===== src/rtl/fbc_pkg.sv =====
package fbc_pkg;
   typedef enum logic [3:0] {
      ST_IDLE      = 4'd0,
      ST_RD_PAGE   = 4'd1,
      ST_RD_RETRY  = 4'd2,
      ST_CLR_RETRY = 4'd3,
      ST_SET_RETRY = 4'd4,
      ST_LAUNCH    = 4'd5,
      ST_BOOTED    = 4'd6,
      ST_HALT      = 4'd7,
      ST_ERR       = 4'd8
   } fbc_state_e;

   typedef enum logic [1:0] {
      OP_READ  = 2'd0,
      OP_WRITE = 2'd1,
      OP_ERASE = 2'd2
   } fbc_op_e;

   typedef enum logic [1:0] {
      IMG_NONE = 2'd0,
      IMG_ONE  = 2'd1,
      IMG_TWO  = 2'd2
   } fbc_img_e;
endpackage


===== src/rtl/fbc_addr_map.sv =====
module fbc_addr_map #(
   parameter int ADDR_W     = 24,
   parameter int SECT_LOG2  = 18,
   parameter int IMG1_SECT  = 10,
   parameter int IMG2_SECT  = 20,
   parameter int PAGE_SECT  = 30,
   parameter int RETRY_SECT = 31
) (
   input  fbc_pkg::fbc_img_e  img,
   output logic [ADDR_W-1:0]  img_addr,
   output logic [ADDR_W-1:0]  page_addr,
   output logic [ADDR_W-1:0]  retry_addr
);
   localparam logic [ADDR_W-1:0] IMG1_BASE  = ADDR_W'(IMG1_SECT  * (2 ** SECT_LOG2));
   localparam logic [ADDR_W-1:0] IMG2_BASE  = ADDR_W'(IMG2_SECT  * (2 ** SECT_LOG2));
   localparam logic [ADDR_W-1:0] PAGE_BASE  = ADDR_W'(PAGE_SECT  * (2 ** SECT_LOG2));
   localparam logic [ADDR_W-1:0] RETRY_BASE = ADDR_W'(RETRY_SECT * (2 ** SECT_LOG2));

   assign page_addr  = PAGE_BASE;
   assign retry_addr = RETRY_BASE;

   always_comb begin
      case (img)
         fbc_pkg::IMG_ONE: img_addr = IMG1_BASE;
         fbc_pkg::IMG_TWO: img_addr = IMG2_BASE;
         default:          img_addr = '0;
      endcase
   end
endmodule


===== src/rtl/fbc_wait_timer.sv =====
module fbc_wait_timer #(
   parameter int LIMIT = 1000
) (
   input  logic clk,
   input  logic rst_n,
   input  logic waiting,
   input  logic done,
   output logic expired
);
   generate
      if (LIMIT == 0) begin : g_off
         logic unused_tmr;
         assign unused_tmr = clk ^ rst_n ^ waiting ^ done;
         assign expired = 1'b0;
      end else begin : g_on
         localparam int CW = $clog2(LIMIT + 1);
         localparam logic [CW-1:0] LAST = CW'(LIMIT - 1);
         logic [CW-1:0] cnt;
         always_ff @(posedge clk) begin
            if (!rst_n || !waiting || done) cnt <= '0;
            else if (cnt != LAST)          cnt <= cnt + 1'b1;
         end
         assign expired = waiting && !done && (cnt == LAST);
      end
   endgenerate
endmodule


===== src/rtl/fallback_boot_ctrl.sv =====
module fallback_boot_ctrl
   import fbc_pkg::*;
#(
   parameter int ADDR_W      = 24,
   parameter int DATA_W      = 8,
   parameter int SECT_LOG2   = 18,
   parameter int IMG_SECTS   = 10,
   parameter int IMG1_SECT   = 10,
   parameter int IMG2_SECT   = 20,
   parameter int PAGE_SECT   = 30,
   parameter int RETRY_SECT  = 31,
   parameter int TIMEOUT_CYC = 1000
) (
   input  logic              clk,
   input  logic              rst_n,
   input  logic              start,
   input  logic              cause_fail,
   output logic              flash_cmd_valid,
   output logic [1:0]        flash_cmd_op,
   output logic [ADDR_W-1:0] flash_addr,
   output logic [DATA_W-1:0] flash_wdata,
   input  logic              flash_done,
   input  logic [DATA_W-1:0] flash_rdata,
   output logic              reconf_req,
   output logic [ADDR_W-1:0] reconf_addr,
   output logic              halted,
   output logic              error,
   output logic [3:0]        stat_state,
   output logic              stat_page,
   output logic [1:0]        stat_image
);
   generate
      if (DATA_W < 1) begin : g_bad_dw
         $error("DATA_W must be at least 1");
      end
      if (IMG1_SECT + IMG_SECTS > IMG2_SECT || IMG2_SECT + IMG_SECTS > PAGE_SECT) begin : g_bad_map
         $error("image regions overlap");
      end
      if ((RETRY_SECT + 1) * (2 ** SECT_LOG2) > 2 ** ADDR_W) begin : g_bad_aw
         $error("flag sector exceeds address width");
      end
   endgenerate

   fbc_state_e        state;
   logic              cause_q;
   logic              page_q;
   fbc_img_e          img_q;
   logic              tmo;
   logic [ADDR_W-1:0] img_addr, page_addr, retry_addr;
   logic              unused_rdata_hi;

   assign unused_rdata_hi = ^flash_rdata;

   fbc_addr_map #(
      .ADDR_W(ADDR_W), .SECT_LOG2(SECT_LOG2), .IMG1_SECT(IMG1_SECT),
      .IMG2_SECT(IMG2_SECT), .PAGE_SECT(PAGE_SECT), .RETRY_SECT(RETRY_SECT)
   ) u_map (
      .img(img_q), .img_addr(img_addr), .page_addr(page_addr), .retry_addr(retry_addr)
   );

   fbc_wait_timer #(.LIMIT(TIMEOUT_CYC)) u_tmr (
      .clk(clk), .rst_n(rst_n), .waiting(flash_cmd_valid), .done(flash_done), .expired(tmo)
   );

   always_ff @(posedge clk) begin
      if (!rst_n) begin
         state   <= ST_IDLE;
         cause_q <= 1'b0;
         page_q  <= 1'b0;
         img_q   <= IMG_NONE;
      end else begin
         case (state)
            ST_IDLE: if (start) begin
               cause_q <= cause_fail;
               state   <= ST_RD_PAGE;
            end
            ST_RD_PAGE: if (flash_done) begin
               page_q <= flash_rdata[0];
               if (cause_q) state <= ST_RD_RETRY;
               else begin
                  img_q <= flash_rdata[0] ? IMG_TWO : IMG_ONE;
                  state <= ST_CLR_RETRY;
               end
            end else if (tmo) state <= ST_ERR;
            ST_RD_RETRY: if (flash_done) begin
               if (flash_rdata[0]) state <= ST_HALT;
               else begin
                  img_q <= page_q ? IMG_ONE : IMG_TWO;
                  state <= ST_SET_RETRY;
               end
            end else if (tmo) state <= ST_ERR;
            ST_CLR_RETRY, ST_SET_RETRY: if (flash_done) state <= ST_LAUNCH;
                                        else if (tmo)  state <= ST_ERR;
            ST_LAUNCH: state <= ST_BOOTED;
            default:   state <= state;
         endcase
      end
   end

   always_comb begin
      flash_cmd_valid = 1'b0;
      flash_cmd_op    = OP_READ;
      flash_addr      = '0;
      case (state)
         ST_RD_PAGE:   begin flash_cmd_valid = 1'b1; flash_addr = page_addr; end
         ST_RD_RETRY:  begin flash_cmd_valid = 1'b1; flash_addr = retry_addr; end
         ST_CLR_RETRY: begin flash_cmd_valid = 1'b1; flash_cmd_op = OP_WRITE; flash_addr = retry_addr; end
         ST_SET_RETRY: begin flash_cmd_valid = 1'b1; flash_cmd_op = OP_ERASE; flash_addr = retry_addr; end
         default: ;
      endcase
   end

   assign flash_wdata = '0;
   assign reconf_req  = (state == ST_LAUNCH);
   assign reconf_addr = img_addr;
   assign halted      = (state == ST_HALT);
   assign error       = (state == ST_ERR);
   assign stat_state  = state;
   assign stat_page   = page_q;
   assign stat_image  = img_q;
endmodule


===== config.mk =====
export PLATFORM = sky130hd
export DESIGN_NAME = fallback_boot_ctrl
export DESIGN_NICKNAME = d
export VERILOG_FILES = /design/src/rtl/fbc_pkg.sv /design/src/rtl/fbc_addr_map.sv /design/src/rtl/fbc_wait_timer.sv /design/src/rtl/fallback_boot_ctrl.sv
export SDC_FILE = /design/constraint.sdc
export NUM_CORES = 1
export LEC_CHECK = 0
export CORE_ASPECT_RATIO = 1.5
export CORE_UTILIZATION = 37
export DETAILED_ROUTE_END_ITERATION = 10
export GPL_TIMING_DRIVEN = 0
export PLACE_DENSITY = 0.78
export SETUP_SLACK_MARGIN = 0.1
export SLEW_MARGIN = 30
export SYNTH_ARGS = -nofsm -noshare
export SYNTH_HDL_FRONTEND = slang
export SYNTH_SLANG_ARGS = --single-unit

===== constraint.sdc =====
create_clock -name clk -period 2.21 [get_ports clk]
set_input_delay 0.442 -clock clk [delete_from_list [all_inputs] [get_ports clk]]
set_output_delay 0.442 -clock clk [all_outputs]
set_load 0.01 [all_outputs]

**Word level (Yosys, flattened, before mapping)**

Index checks and enable logic that the tools add are counted.

- Multiplexer cells: 19
- $add $sub $neg: 1
- Reductions and logical operators: 17
- Eq/ne operators: 16

Operator list:

| operator | count |
|---|---|
| one-hot mux 23 bit (2 select lines) | 2 |
| 2-to-1 mux 4 bit | 5 |
| one-hot mux 4 bit (5 select lines) | 1 |
| 2-to-1 mux 2 bit | 7 |
| equality test 4 x 3 -> 1 bit, second input constant | 3 |
| adder 10 x 1 -> 10 bit, second input constant | 1 |
| equality test 10 bit, second input constant | 1 |
| != test 10 bit, second input constant | 1 |
| != test 2 bit, second input constant | 5 |
| equality test 4 x 2 -> 1 bit, second input constant | 2 |
| one-hot mux 2 bit (2 select lines) | 2 |
| AND reduction 2 bit | 3 |
| AND reduction 5 bit | 1 |
| nonzero test 5 bit | 1 |
| equality test 4 x 1 -> 1 bit, second input constant | 1 |
| equality test 4 bit, second input constant | 1 |
| logical NOT 4 bit | 1 |
| OR reduction 4 bit | 1 |
| logical NOT 1 bit | 3 |
| OR reduction 3 bit | 1 |
| equality test 2 x 1 -> 1 bit, second input constant | 1 |
| equality test 2 bit, second input constant | 1 |
| logical AND 1 bit | 2 |
| logical OR 1 bit | 2 |
| other kinds (3) | 4 |

- Output and inout port bits: 69
- Register bits after elaboration: 18
- Input bits: 13
- Logic and storage cells: 58

**Longest topological paths before layout**

Gate-level depths: netlist (run 1).

- Depth in word-level cells: 8
- Gate-level depth with buffers: 7
- Mapped depth without buffers: 5

**Modules after synthesis**

A second synthesis (run 1) with hierarchy kept.

- Cells, all modules: 245
- Area, all modules: 1964.4 µm²

Modules (own cells, without submodules):

| module | cells each | times used | area an instance (µm²) | seq. area each (µm²) |
|---|---|---|---|---|
| fallback_boot_ctrl | 118 | 1 | 934.6 | 160.2 |
| fbc_addr_map | 74 | 1 | 548.0 | 0.0 |
| fbc_wait_timer | 53 | 1 | 481.7 | 200.2 |

**Least setup slack after synthesis (run 1)**

No wires, ideal clock.

- Path kind: reg-to-output
- From: register state[1], in the netlist stat_state[1]
- To: output flash_addr[20]
- Buffers on the path: 3
- Slack: 393 ps
- Data required time: 1768 ps
- Stages on the path, launching flop included: 7
- Arrival time: 1375 ps
- Cells stage by stage: dfxtp_1 > buf_4 > nor3_1 > or2_1 > buf_6 > nor2_1 > buf_4

- Cells in the longest elaborated chain, start to end: 3

Ends and longest elaborated chain:

| item | line | text |
|---|---|---|
| start, declared | fallback_boot_ctrl.sv:44 | `fbc_state_e state;` |
| start signal, assigned | fallback_boot_ctrl.sv:95 | `default: state <= state;` |
| equality test 4 x 3 -> 1 bit / equality test 4 x 2 -> 1 bit (equally long branches) | fallback_boot_ctrl.sv:104 | `case (state)` |
| OR reduction 3 bit (no source line) | -- |  |
| one-hot mux 23 bit (2 select lines) (*) | fallback_boot_ctrl.sv:104 |  |
| end, declared | fallback_boot_ctrl.sv:20 | `output logic [ADDR_W-1:0] flash_addr,` |

Every way passes the cells marked *; elsewhere a longest branch is shown, timed or not.

**Final worst setup path (run 1)**

- From: register state[2], in the netlist stat_state[2]
- To: output flash_addr[19]

The elaborated chain is that of the path after synthesis.

==> metrics, run 1 <==
max_cap viols=0; Hold Path Cell Cnt=2; overall fraction of global-route tracks in use=13.9%; Via-to-Cell Ratio=4.24; vias in the first global route=1073; per-instance average area after synthesis=7.81 µm²; worst setup path category=reg -> out; wirelength, routed=2750 µm; Largest stage delay, worst path=0.32 ns; number of placement rows=27; placeable core area=3720 µm²; number of max-slew violations in the final report=0; total power draw=1180 µW; Post-Syn Area=1460 µm²; count of cell instances traversed by the critical path=6; antenna violations before repair=0; cell mode on critical path=buf_6; Syn-to-layout area delta=37.7%; outcome=complete, no violations; RSZ-0062 raised after global routing=no; sequential area share after synthesis=24.7%; DR vias=1294; Sinks on Clock Net=18; wire length per cell=9.03 µm; Bufs and invs on worst path=3; I/O Pins=82; leakage power=0.000986 µW; endpoints failing setup=0; Root Buffer=clkbuf_8; yosys synthesis warning count=0; final worst-path cycle share=90.4%; Clock Path Buffers=2; Cell variety after synth=41; Min-Delay Startpoint=u_tmr.g_on.cnt[8]; reg-to-reg critical path startpoint=u_tmr.g_on.cnt[0]; hold violation total from the final report=0; final antenna-violating net count=0; fin crit period=2.00 ns; flops & latches, synth=18; Critical Path Start Type=flop; Initial DRC Count=34; Inserted Diodes=0; Post-synth top flop=dfxtp_1; first-pass GRT wire length=4400 µm; Reg2Reg Depth=6; most used standard cell by instance count after synthesis=buf_4; Total Nets Final=278; ranking of synthesized cells by area=buf_4 27%, dfxtp_1 25%, nor2_1 5.4%; Post-Syn Instances=187; Post-DP HPWL=2230 µm; initial cell density of the core=39.3%; area share of the largest cell type after synthesis=27.2%; latest clock arrival within the worst-skew pair=0.25 ns; filler cell count=365; number of buffers added by the clock tree synthesis step=3; chain of cells forming the critical path=buf_6 > o21a_1 > or2_1 > buf_6 > nor2_4 > dlygate4sd2_1; Setup WS post-layout=0.213 ns; critical path arrival=1.56 ns; remaining global-route overflow=0; pin count of the biggest net entering global routing=11; endpoint of the worst register-to-register path=stat_state[2]; worst supply voltage drop on vdd=0.362 mV; Setup Skew=0.000813 ns; pre-CTS setup slack=-0.0187 ns; drt first pass iters=4; CTS tree=yes; Port Buffer Count=26; cell class contributing the biggest share of worst-path delay=buffers and inverters; cell area after layout=2010 µm²; DIE AREA=4210 µm²; Hold Crit Endpoint=u_tmr.g_on.cnt[8]; fraction of the core area covered by cells at the end of the flow=54.1%; standard cell with the maximum stage delay on the critical path=dfxtp_1; max frequency=501 MHz; maximum fanout along the worst path=9; Chip Width=53.3 µm; cell type with the highest aggregate area in the netlist=buf_4; drc violations=0; weighted congestion at the end of routability-driven global placement=0.831; R2R setup slack=0.54 ns; area post-placement=1950 µm²; clock slew at reported path FFs=0.06 ns; class of the tightest hold or removal check=reg -> reg; power density of the placed cells=587 nW/µm²; Worst setup EP type=output port; floorplan die height=79.0 µm; deepest level of the CTS H-tree=1; tightest hold margin=0.529 ns; commonest cells in the synthesized netlist=53 x buf_4, 21 x nor2_1, 18 x dfxtp_1, 10 x nand2_1, 7 x nor3_1; hold buffers post-CTS=0; proportion of register bits with asynchronous set or reset after synthesis=0%; Required @ worst endpoint=1.77 ns; ratio of cells with drive above 1 in the final layout=29.0%; EDFF count, synth=0
[tightest hold or removal path, cell delays in order, from the launching register on]
cell and delay [ns]:
dfxtp_1 0.35, xnor2_1 0.07, nor2_1 0.07
[stage by stage]
stage / instances / setup TNS (ns)
after floorplan: 233 / 0
after global placement: 302 / 0
after detailed placement: 302 / -0.0528
after CTS: 305 / 0
after global routing: 305 / 0
final: 305 / 0
[state kept, by name (all words and copies together), names as in the netlist]
register        count
stat_image          2
stat_page           1
u_tmr.g_on.cnt     10
stat_state          4
cause_q             1
[worst max-delay path by stage]
stage                   from              end  slack, ns
2_1_floorplan  stat_state[1]   flash_addr[20]       0.39
3_3_place_gp   stat_state[1]   flash_addr[20]      0.003
3_5_place_dp   stat_state[1]   flash_addr[22]      -0.02
4_1_cts        stat_state[0]  flash_cmd_op[1]       0.01
5_1_grt        stat_state[2]   flash_addr[19]       0.14
6_report       stat_state[2]   flash_addr[19]       0.21
[routing by layer]
layer	wire length (µm)	global-route usage (%)	part of all wire, %
met1	929	11.8	34
met4	68	7.89	2.5
met2	1550	28.0	56
met3	202	1.72	7.3
met5	0	0	0
[report_power, final]
part	internal (µW)	leakage (µW)	switching, µW	total, µW
sequential	349	0.000147	24.3	373
clock	121	0.0000216	101	222
combinational	311	0.000817	275	586
total	780	0.000986	400	1180
[cells in the final DEF, fill, tap and decap left out, types with 2 or more instances in the layout]
cell type | Yosys | routed
nand2b_1 | 2 | 2
xor2_1 | 2 | 2
xnor2_1 | 5 | 5
nor3b_1 | 3 | 3
nor2b_1 | 3 | 3
inv_1 | 6 | 6
o32ai_1 | 2 | 2
conb_1 | 1 | 47
clkdlybuf4s50_1 | 0 | 15
nand2_1 | 10 | 10
a211o_1 | 2 | 2
a31oi_1 | 2 | 2
nor2_1 | 21 | 19
nand3_1 | 2 | 2
nor4b_1 | 2 | 2
nand4_1 | 3 | 3
nor4_1 | 3 | 3
dlygate4sd2_1 | 0 | 7
and2_1 | 2 | 2
clkbuf_4 | 0 | 2
mux2i_1 | 5 | 5
a31o_2 | 2 | 2
o21ai_0 | 2 | 2
clkbuf_8 | 0 | 3
o21a_1 | 2 | 2
nor3_1 | 7 | 5
buf_4 | 53 | 53
clkbuf_2 | 0 | 4
dfxtp_2 | 0 | 2
a21oi_1 | 5 | 5
buf_6 | 3 | 4
clkbuf_1 | 5 | 2
dfxtp_1 | 18 | 16
[cell type report]
| cell class | count | area, µm² | share of cell area [%] |
|---|---|---|---|
| timing repair buffer | 26 | 239 | 11.9 |
| tap | 43 | 53.8 | 2.67 |
| clock buffer | 3 | 41.3 | 2.05 |
| multi-input combinational | 146 | 818 | 40.7 |
| buffer | 63 | 474 | 23.6 |
| inverter | 6 | 22.5 | 1.12 |
| sequential | 18 | 363 | 18.0 |
[logic make-up after synthesis]
family,synth area share [%]
buffers and inverters,33.0
adders and majority gates,0.856
AOI/OAI and AO/OA,11.0
other,0.257
DFF,24.7
xor gates and xnor gates,4.20
muxes,3.42
and+or+nand+nor,22.6
[what timing repair did]
action	in CTS	in global routing
gates cloned	0	0
setup endpoints to repair	11	4
gates resized for setup	22	10
buffers inserted	0	0
Note: power is estimated with default switching activity, not from simulation.
==> run 2: changes to the inputs <==
CORE_UTILIZATION = 35   (was 37)
PLACE_DENSITY = 0.77   (was 0.78)
clock period = 1.62 ns   (was 2.21 ns; I/O delays follow)
==> run 2 against run 1 <==
Compared with the run above:
- the flow now finishes with violations (setup timing)
- setup slack got worse by 0.43 ns
- via count rose by 14%
- cell count rose by 8.2%
- die area rose by 5.5%
- non-clock buffer count rose by 23
- first-iteration DRC count rose by 56%
- register-to-register slack got worse by 0.73 ns
- utilization rose by 7.0 points
- critical endpoint is now flash_addr[20]
- largest power group unchanged
==> metrics, run 2 (synthesized netlist as in run 1, its figures left out) <==
outcome=finished with violations (was complete, no violations); violated checks=setup timing; overall fraction of global-route tracks in use=15.1% (was 13.9%); combinational group share of total power=59.4% (was 49.6%); tightest hold margin=0.473 ns (was 0.529 ns); Total Nets Final=301 (was 278); worst setup path category=reg -> out (unchanged); Sw Share=35.1% (was 33.9%); first-pass GRT wire length=5080 µm (was 4400 µm); I/O Pins=82 (unchanged); Initial DRC Count=53 (was 34); Sinks on Clock Net=18 (unchanged); drt first pass iters=5 (was 4); fraction of the core area covered by cells at the end of the flow=61.2% (was 54.1%); DR vias=1480 (was 1294); number of buffers added by the clock tree synthesis step=3 (unchanged); power density of the placed cells=830 nW/µm² (was 587 nW/µm²); initial cell density of the core=36.9% (was 39.3%); fin crit period=1.84 ns; max_cap viols=0 (unchanged); class of the tightest hold or removal check=in -> reg (was reg -> reg); floorplan die height=81.1 µm (was 79.0 µm); deepest level of the CTS H-tree=1 (unchanged); Reg2Reg Depth=8 (was 6); max frequency=544 MHz; hold violation total from the final report=0 (unchanged); ratio of cells with drive above 1 in the final layout=49.1% (was 29.0%); Setup WS post-layout=-0.218 ns (was 0.213 ns); Clock Path Buffers=2 (unchanged); sequential cell fraction of total power=25.6% (was 31.6%); pin count of the biggest net entering global routing=11 (unchanged); vias in the first global route=1295 (was 1073); Critical Path Start Type=flop (unchanged); final antenna-violating net count=0 (unchanged); Worst setup EP type=output port (unchanged); design internal power=1300 µW (was 780 µW); endpoints failing setup=20 (was 0); Inserted Diodes=0 (unchanged); clock share of power=15.0% (was 18.8%); Via-to-Cell Ratio=4.48 (was 4.24); latest clock arrival within the worst-skew pair=0.24 ns (was 0.25 ns); worst supply voltage drop on vdd=0.851 mV (was 0.362 mV); clock slew at reported path FFs=0.06 ns (about the same); antenna violations before repair=0 (unchanged); commonest non-fill, non-tap cell in the layout=buf_4 (unchanged); final worst-path cycle share=113%; maximum fanout along the worst path=5 (was 9); RSZ-0062 raised after global routing=yes (was no); number of placement rows=28 (was 27); Hold Path Cell Cnt=2 (unchanged); net switching power=706 µW (was 400 µW); remaining global-route overflow=0 (unchanged); Syn-to-layout area delta=65.8% (was 37.7%); Largest register FFs=10 (unchanged); Root Buffer=clkbuf_8 (unchanged); Biggest register=u_tmr.g_on.cnt (unchanged); most used cells in the layout excluding fill and tap cells=66 x buf_4, 47 x conb_1, 18 x buf_6 (was 53 x buf_4, 47 x conb_1, 19 x nor2_1); Setup Skew=0.000862 ns (was 0.000813 ns); wirelength, routed=3770 µm (was 2750 µm); Required @ worst endpoint=1.30 ns (was 1.77 ns); number of standard cells in the layout, taps in and fillers out=330 (was 305); placeable core area=3960 µm² (was 3720 µm²); CTS tree=yes (unchanged); weighted congestion at the end of routability-driven global placement=0.836 (was 0.831); hold buffers post-CTS=0 (unchanged); DIE AREA=4440 µm² (was 4210 µm²); critical path arrival=1.51 ns (was 1.56 ns); summed negative setup slack over all endpoints=-2.43 ns (was 0 ns); Post-DP HPWL=2290 µm (was 2230 µm); number of max-slew violations in the final report=0 (unchanged); number of cells in the design after placement=304 (was 302); Chip Width=54.8 µm (was 53.3 µm); wire length per cell=11.4 µm (was 9.03 µm); drc violations=0 (unchanged); leakage power=0.00117 µW (was 0.000986 µW); Port Buffer Count=26 (unchanged)
==> run 2: changes by cell type in the layout (fill, tap and decap cells not counted), sizes merged <==
cell and delta:
buf +37, clkdlybuf4s50 -6, clkbuf -4, dlygate4sd2 -3
dlymetal6s2s -1
==> run 2: layout make-up <==
cell class                 instances  area [µm²]
clock buffer                       3        41.3
sequential                        18         375
multi-input combinational        146         980
buffer                            63         528
fill                             314        1540
inverter                           6        22.5
timing repair buffer              49         419
tap                               45        56.3
==> run 2: through the flow <==
stage / total power [µW] / instance area [µm²] / worst slack (ns)
after global routing: 2130 / 2420 / -0.271
after CTS: 1850 / 2220 / -0.181
after global placement: 1320 / 1960 / -0.388
after detailed placement: 1340 / 1960 / -0.408
final: 2010 / 2420 / -0.218
after floorplan: 1060 / 1640 / 0.0351
==> run 2: path summary, 6_finish.rpt <==
check / endpoint / slack, ns / startpoint
max: flash_addr[20] / -0.22 / stat_state[2]
min: stat_state[3] / 0.47 / rst_n
max reg2reg: u_tmr.g_on.cnt[2] / -0.19 / stat_state[2]
min reg2reg: u_tmr.g_on.cnt[1] / 0.53 / u_tmr.g_on.cnt[1]
==> run 2: repair_timing <==
item	4_1_cts	5_1_grt
cloned	1	0
setup endpoints to repair	31	28
setup buffers	14	8
endpoints found under the hold margin	0	0
pin swaps	7	12
resized for setup	96	38
==> run 2: critical path, stage by stage (launching register included) <==
cell     delay (ns)
dfxtp_2        0.33
buf_6          0.13
o21a_1         0.12
or2_1          0.22
buf_6          0.13
nor2_4         0.14
buf_6          0.12
buf_6          0.09
==> run 2: power groups by stage <==
stage / combinational [µW] / sequential (µW) / clock (µW)
after detailed placement: 817 / 518 / 0
after global placement: 806 / 517 / 0
after global routing: 1280 / 517 / 327
after CTS: 1040 / 509 / 308
final: 1190 / 515 / 301
after floorplan: 542 / 523 / 0
==> run 2: metal layers <==
| layer | track usage (%) | wire length, µm |
|---|---|---|
| met5 | 0 | 0 |
| met2 | 31.8 | 2120 |
| met4 | 5.64 | 143 |
| met3 | 1.69 | 220 |
| met1 | 12.9 | 1280 |
==> run 3: changes to the inputs <==
--- a/config.mk
+++ b/config.mk
@@ -10,5 +10,5 @@
 export DETAILED_ROUTE_END_ITERATION = 10
 export GPL_TIMING_DRIVEN = 0
-export PLACE_DENSITY = 0.77
+export PLACE_DENSITY = 0.85
 export SETUP_SLACK_MARGIN = 0.1
 export SLEW_MARGIN = 30
==> constraint.sdc (replaced) <==
create_clock -name clk -period 1.62 [get_ports clk]
set_input_delay 0.243 -clock clk [delete_from_list [all_inputs] [get_ports clk]]
set_output_delay 0.243 -clock clk [all_outputs]
set_load 0.01 [all_outputs]
==> run 3 against run 2 <==
Compared with the run above:
- the flow still finishes with violations (setup timing)
- power increased by 4.0%
- die area unchanged
- count of clock-buffer cells in the layout increased by 1
- clock power increased by 21%
- sequential cell count unchanged
- largest cell class unchanged
- highest routed layer unchanged
==> metrics, run 3 (synthesized netlist as in run 1, its figures left out) <==
max_cap viols=0 (unchanged); overall fraction of global-route tracks in use=16.0% (was 15.1%); wirelength, routed=4550 µm (was 3770 µm); I/O Pins=82 (unchanged); vias in the first global route=1264 (was 1295); number of placement rows=28 (unchanged); total power draw=2090 µW (was 2010 µW); Chip Width=54.8 µm (unchanged); Port Buffer Count=26 (unchanged); antenna violations before repair=0 (unchanged); worst setup path category=reg -> out (unchanged); max frequency=563 MHz (was 544 MHz); worst supply voltage drop on vdd=0.797 mV (was 0.851 mV); filler cell count=338 (was 314); CP startpoint=stat_state[1] (was stat_state[2]); DR vias=1482 (was 1480); critical path arrival=1.53 ns (was 1.51 ns); standard cell with the maximum stage delay on the critical path=dfxtp_2 (unchanged); leakage power=0.00114 µW (was 0.00117 µW); Largest register FFs=10 (unchanged); tightest hold margin=0.361 ns (was 0.473 ns); commonest non-fill, non-tap cell in the layout=buf_4 (unchanged); reg-to-reg critical path startpoint=stat_state[2] (unchanged); chain of cells forming the critical path=buf_6 > nor3_2 > or2_1 > buf_6 > nor2_4 > buf_4 > buf_6 (was buf_6 > o21a_1 > or2_1 > buf_6 > nor2_4 > buf_6 > buf_6); deepest level of the CTS H-tree=1 (unchanged); fin crit period=1.78 ns (was 1.84 ns); outcome=finished with violations (unchanged); endpoints failing setup=20 (unchanged); Worst setup EP type=output port (unchanged); Largest stage delay, worst path=0.34 ns (was 0.33 ns); weighted congestion at the end of routability-driven global placement=0.873 (was 0.836); Total Nets Final=295 (was 301); maximum fanout along the worst path=4 (was 5); final worst-path cycle share=110% (was 113%); clock slew at reported path FFs=0.07 ns (was 0.06 ns); drt first pass iters=4 (was 5); number of max-slew violations in the final report=0 (unchanged); final antenna-violating net count=0 (unchanged); Via-to-Cell Ratio=4.56 (was 4.48); Min-Delay Startpoint=rst_n (unchanged); Post-DP HPWL=2320 µm (was 2290 µm); Required @ worst endpoint=1.38 ns (was 1.30 ns); violated checks=setup timing (unchanged); initial cell density of the core=36.9% (unchanged); Sinks on Clock Net=18 (unchanged); DIE AREA=4440 µm² (unchanged); Biggest register=u_tmr.g_on.cnt (unchanged); pin count of the biggest net entering global routing=11 (unchanged); most used cells in the layout excluding fill and tap cells=63 x buf_4, 47 x conb_1, 14 x buf_6 (was 66 x buf_4, 47 x conb_1, 18 x buf_6); wire length per cell=14.0 µm (was 11.4 µm); remaining global-route overflow=0 (unchanged); hold violation total from the final report=0 (unchanged); drc violations=0 (unchanged); Critical Path Start Type=flop (unchanged); Reg2Reg Depth=8 (unchanged); hold buffers post-CTS=0 (unchanged); Root Buffer=clkbuf_8 (unchanged); Setup WS post-layout=-0.156 ns (was -0.218 ns); CTS tree=yes (unchanged); class of the tightest hold or removal check=in -> reg (unchanged); Setup Skew=0.00322 ns (was 0.000862 ns); cell mode on critical path=buf_6 (unchanged); Clock Path Buffers=2 (unchanged); first-pass GRT wire length=5220 µm (was 5080 µm); latest clock arrival within the worst-skew pair=0.25 ns (was 0.24 ns); floorplan die height=81.1 µm (unchanged); power density of the placed cells=870 nW/µm² (was 830 nW/µm²); ratio of cells with drive above 1 in the final layout=46.4% (was 49.1%); Syn-to-layout area delta=64.4% (was 65.8%); placeable core area=3960 µm² (unchanged); Inserted Diodes=0 (unchanged); Initial DRC Count=20 (was 53); RSZ-0062 raised after global routing=yes (unchanged); Hold Path Cell Cnt=2 (unchanged); number of buffers added by the clock tree synthesis step=3 (unchanged)
[run 3: cell count changes in the layout (fill, tap and decap cells not counted), sizes merged]
cell / change
buf: -7
clkdlybuf4s50: +2
[run 3: final timing paths]
check / endpoint / slack, ns
max: flash_addr[20] / -0.16
min reg2reg: u_tmr.g_on.cnt[3] / 0.54
max reg2reg: u_tmr.g_on.cnt[2] / -0.14
min: stat_state[3] / 0.36
[run 3: worst max-delay path: cells and delay by family, from the launching register on]
family        cells  cell delay [ns]
simple gates      3             0.45
flops             1             0.34
buf+inv           4             0.48
[run 3: where the power goes]
part           switching (µW)  total [µW]  leakage, µW  internal, µW
combinational             573        1210     0.000958           637
clock                     147         363    0.0000288           216
sequential               38.1         517     0.000149           478
total                     758        2090      0.00114          1330
[run 3: metal layers]
layer  wire length [µm]  global-route usage [%]  part of all wire, %
met5                  0                       0                    0
met2               2510                    30.2                   55
met3                258                    2.25                  5.7
met4                277                    12.6                  6.1
met1               1500                    13.7                   33
[run 3: layout make-up]
class / count / area [µm²] / area share, %
multi-input cells: 146 / 1010 / 42.0
plain buffers: 62 / 503 / 20.9
repair buffers: 44 / 384 / 16.0
flip-flops and latches: 18 / 373 / 15.5
well taps: 45 / 56.3 / 2.34
clock buffers: 4 / 55.1 / 2.29
inverters: 6 / 22.5 / 0.938
[run 3: what timing repair did]
| item | CTS | global route |
|---|---|---|
| pin swaps | 12 | 13 |
| endpoints found under the hold margin | 0 | 0 |
| buffers inserted | 10 | 8 |
| setup endpoints to repair | 30 | 29 |
| gates cloned | 1 | 0 |
| resized for setup | 86 | 39 |
[run 3: through the flow]
step / utilization, % / TNS, ns / instances / cell area [µm²] / setup WS [ns]
2_1_floorplan: - / 0 / 233 / 1640 / 0.0377
5_1_grt: 60.7 / -2.23 / 325 / 2400 / -0.214
4_1_cts: 55.6 / -0.770 / 319 / 2200 / -0.109
3_5_place_dp: 49.5 / -3.16 / 304 / 1960 / -0.400
3_3_place_gp: 49.5 / -2.88 / 304 / 1960 / -0.384
6_report: 60.7 / -1.44 / 325 / 2400 / -0.156
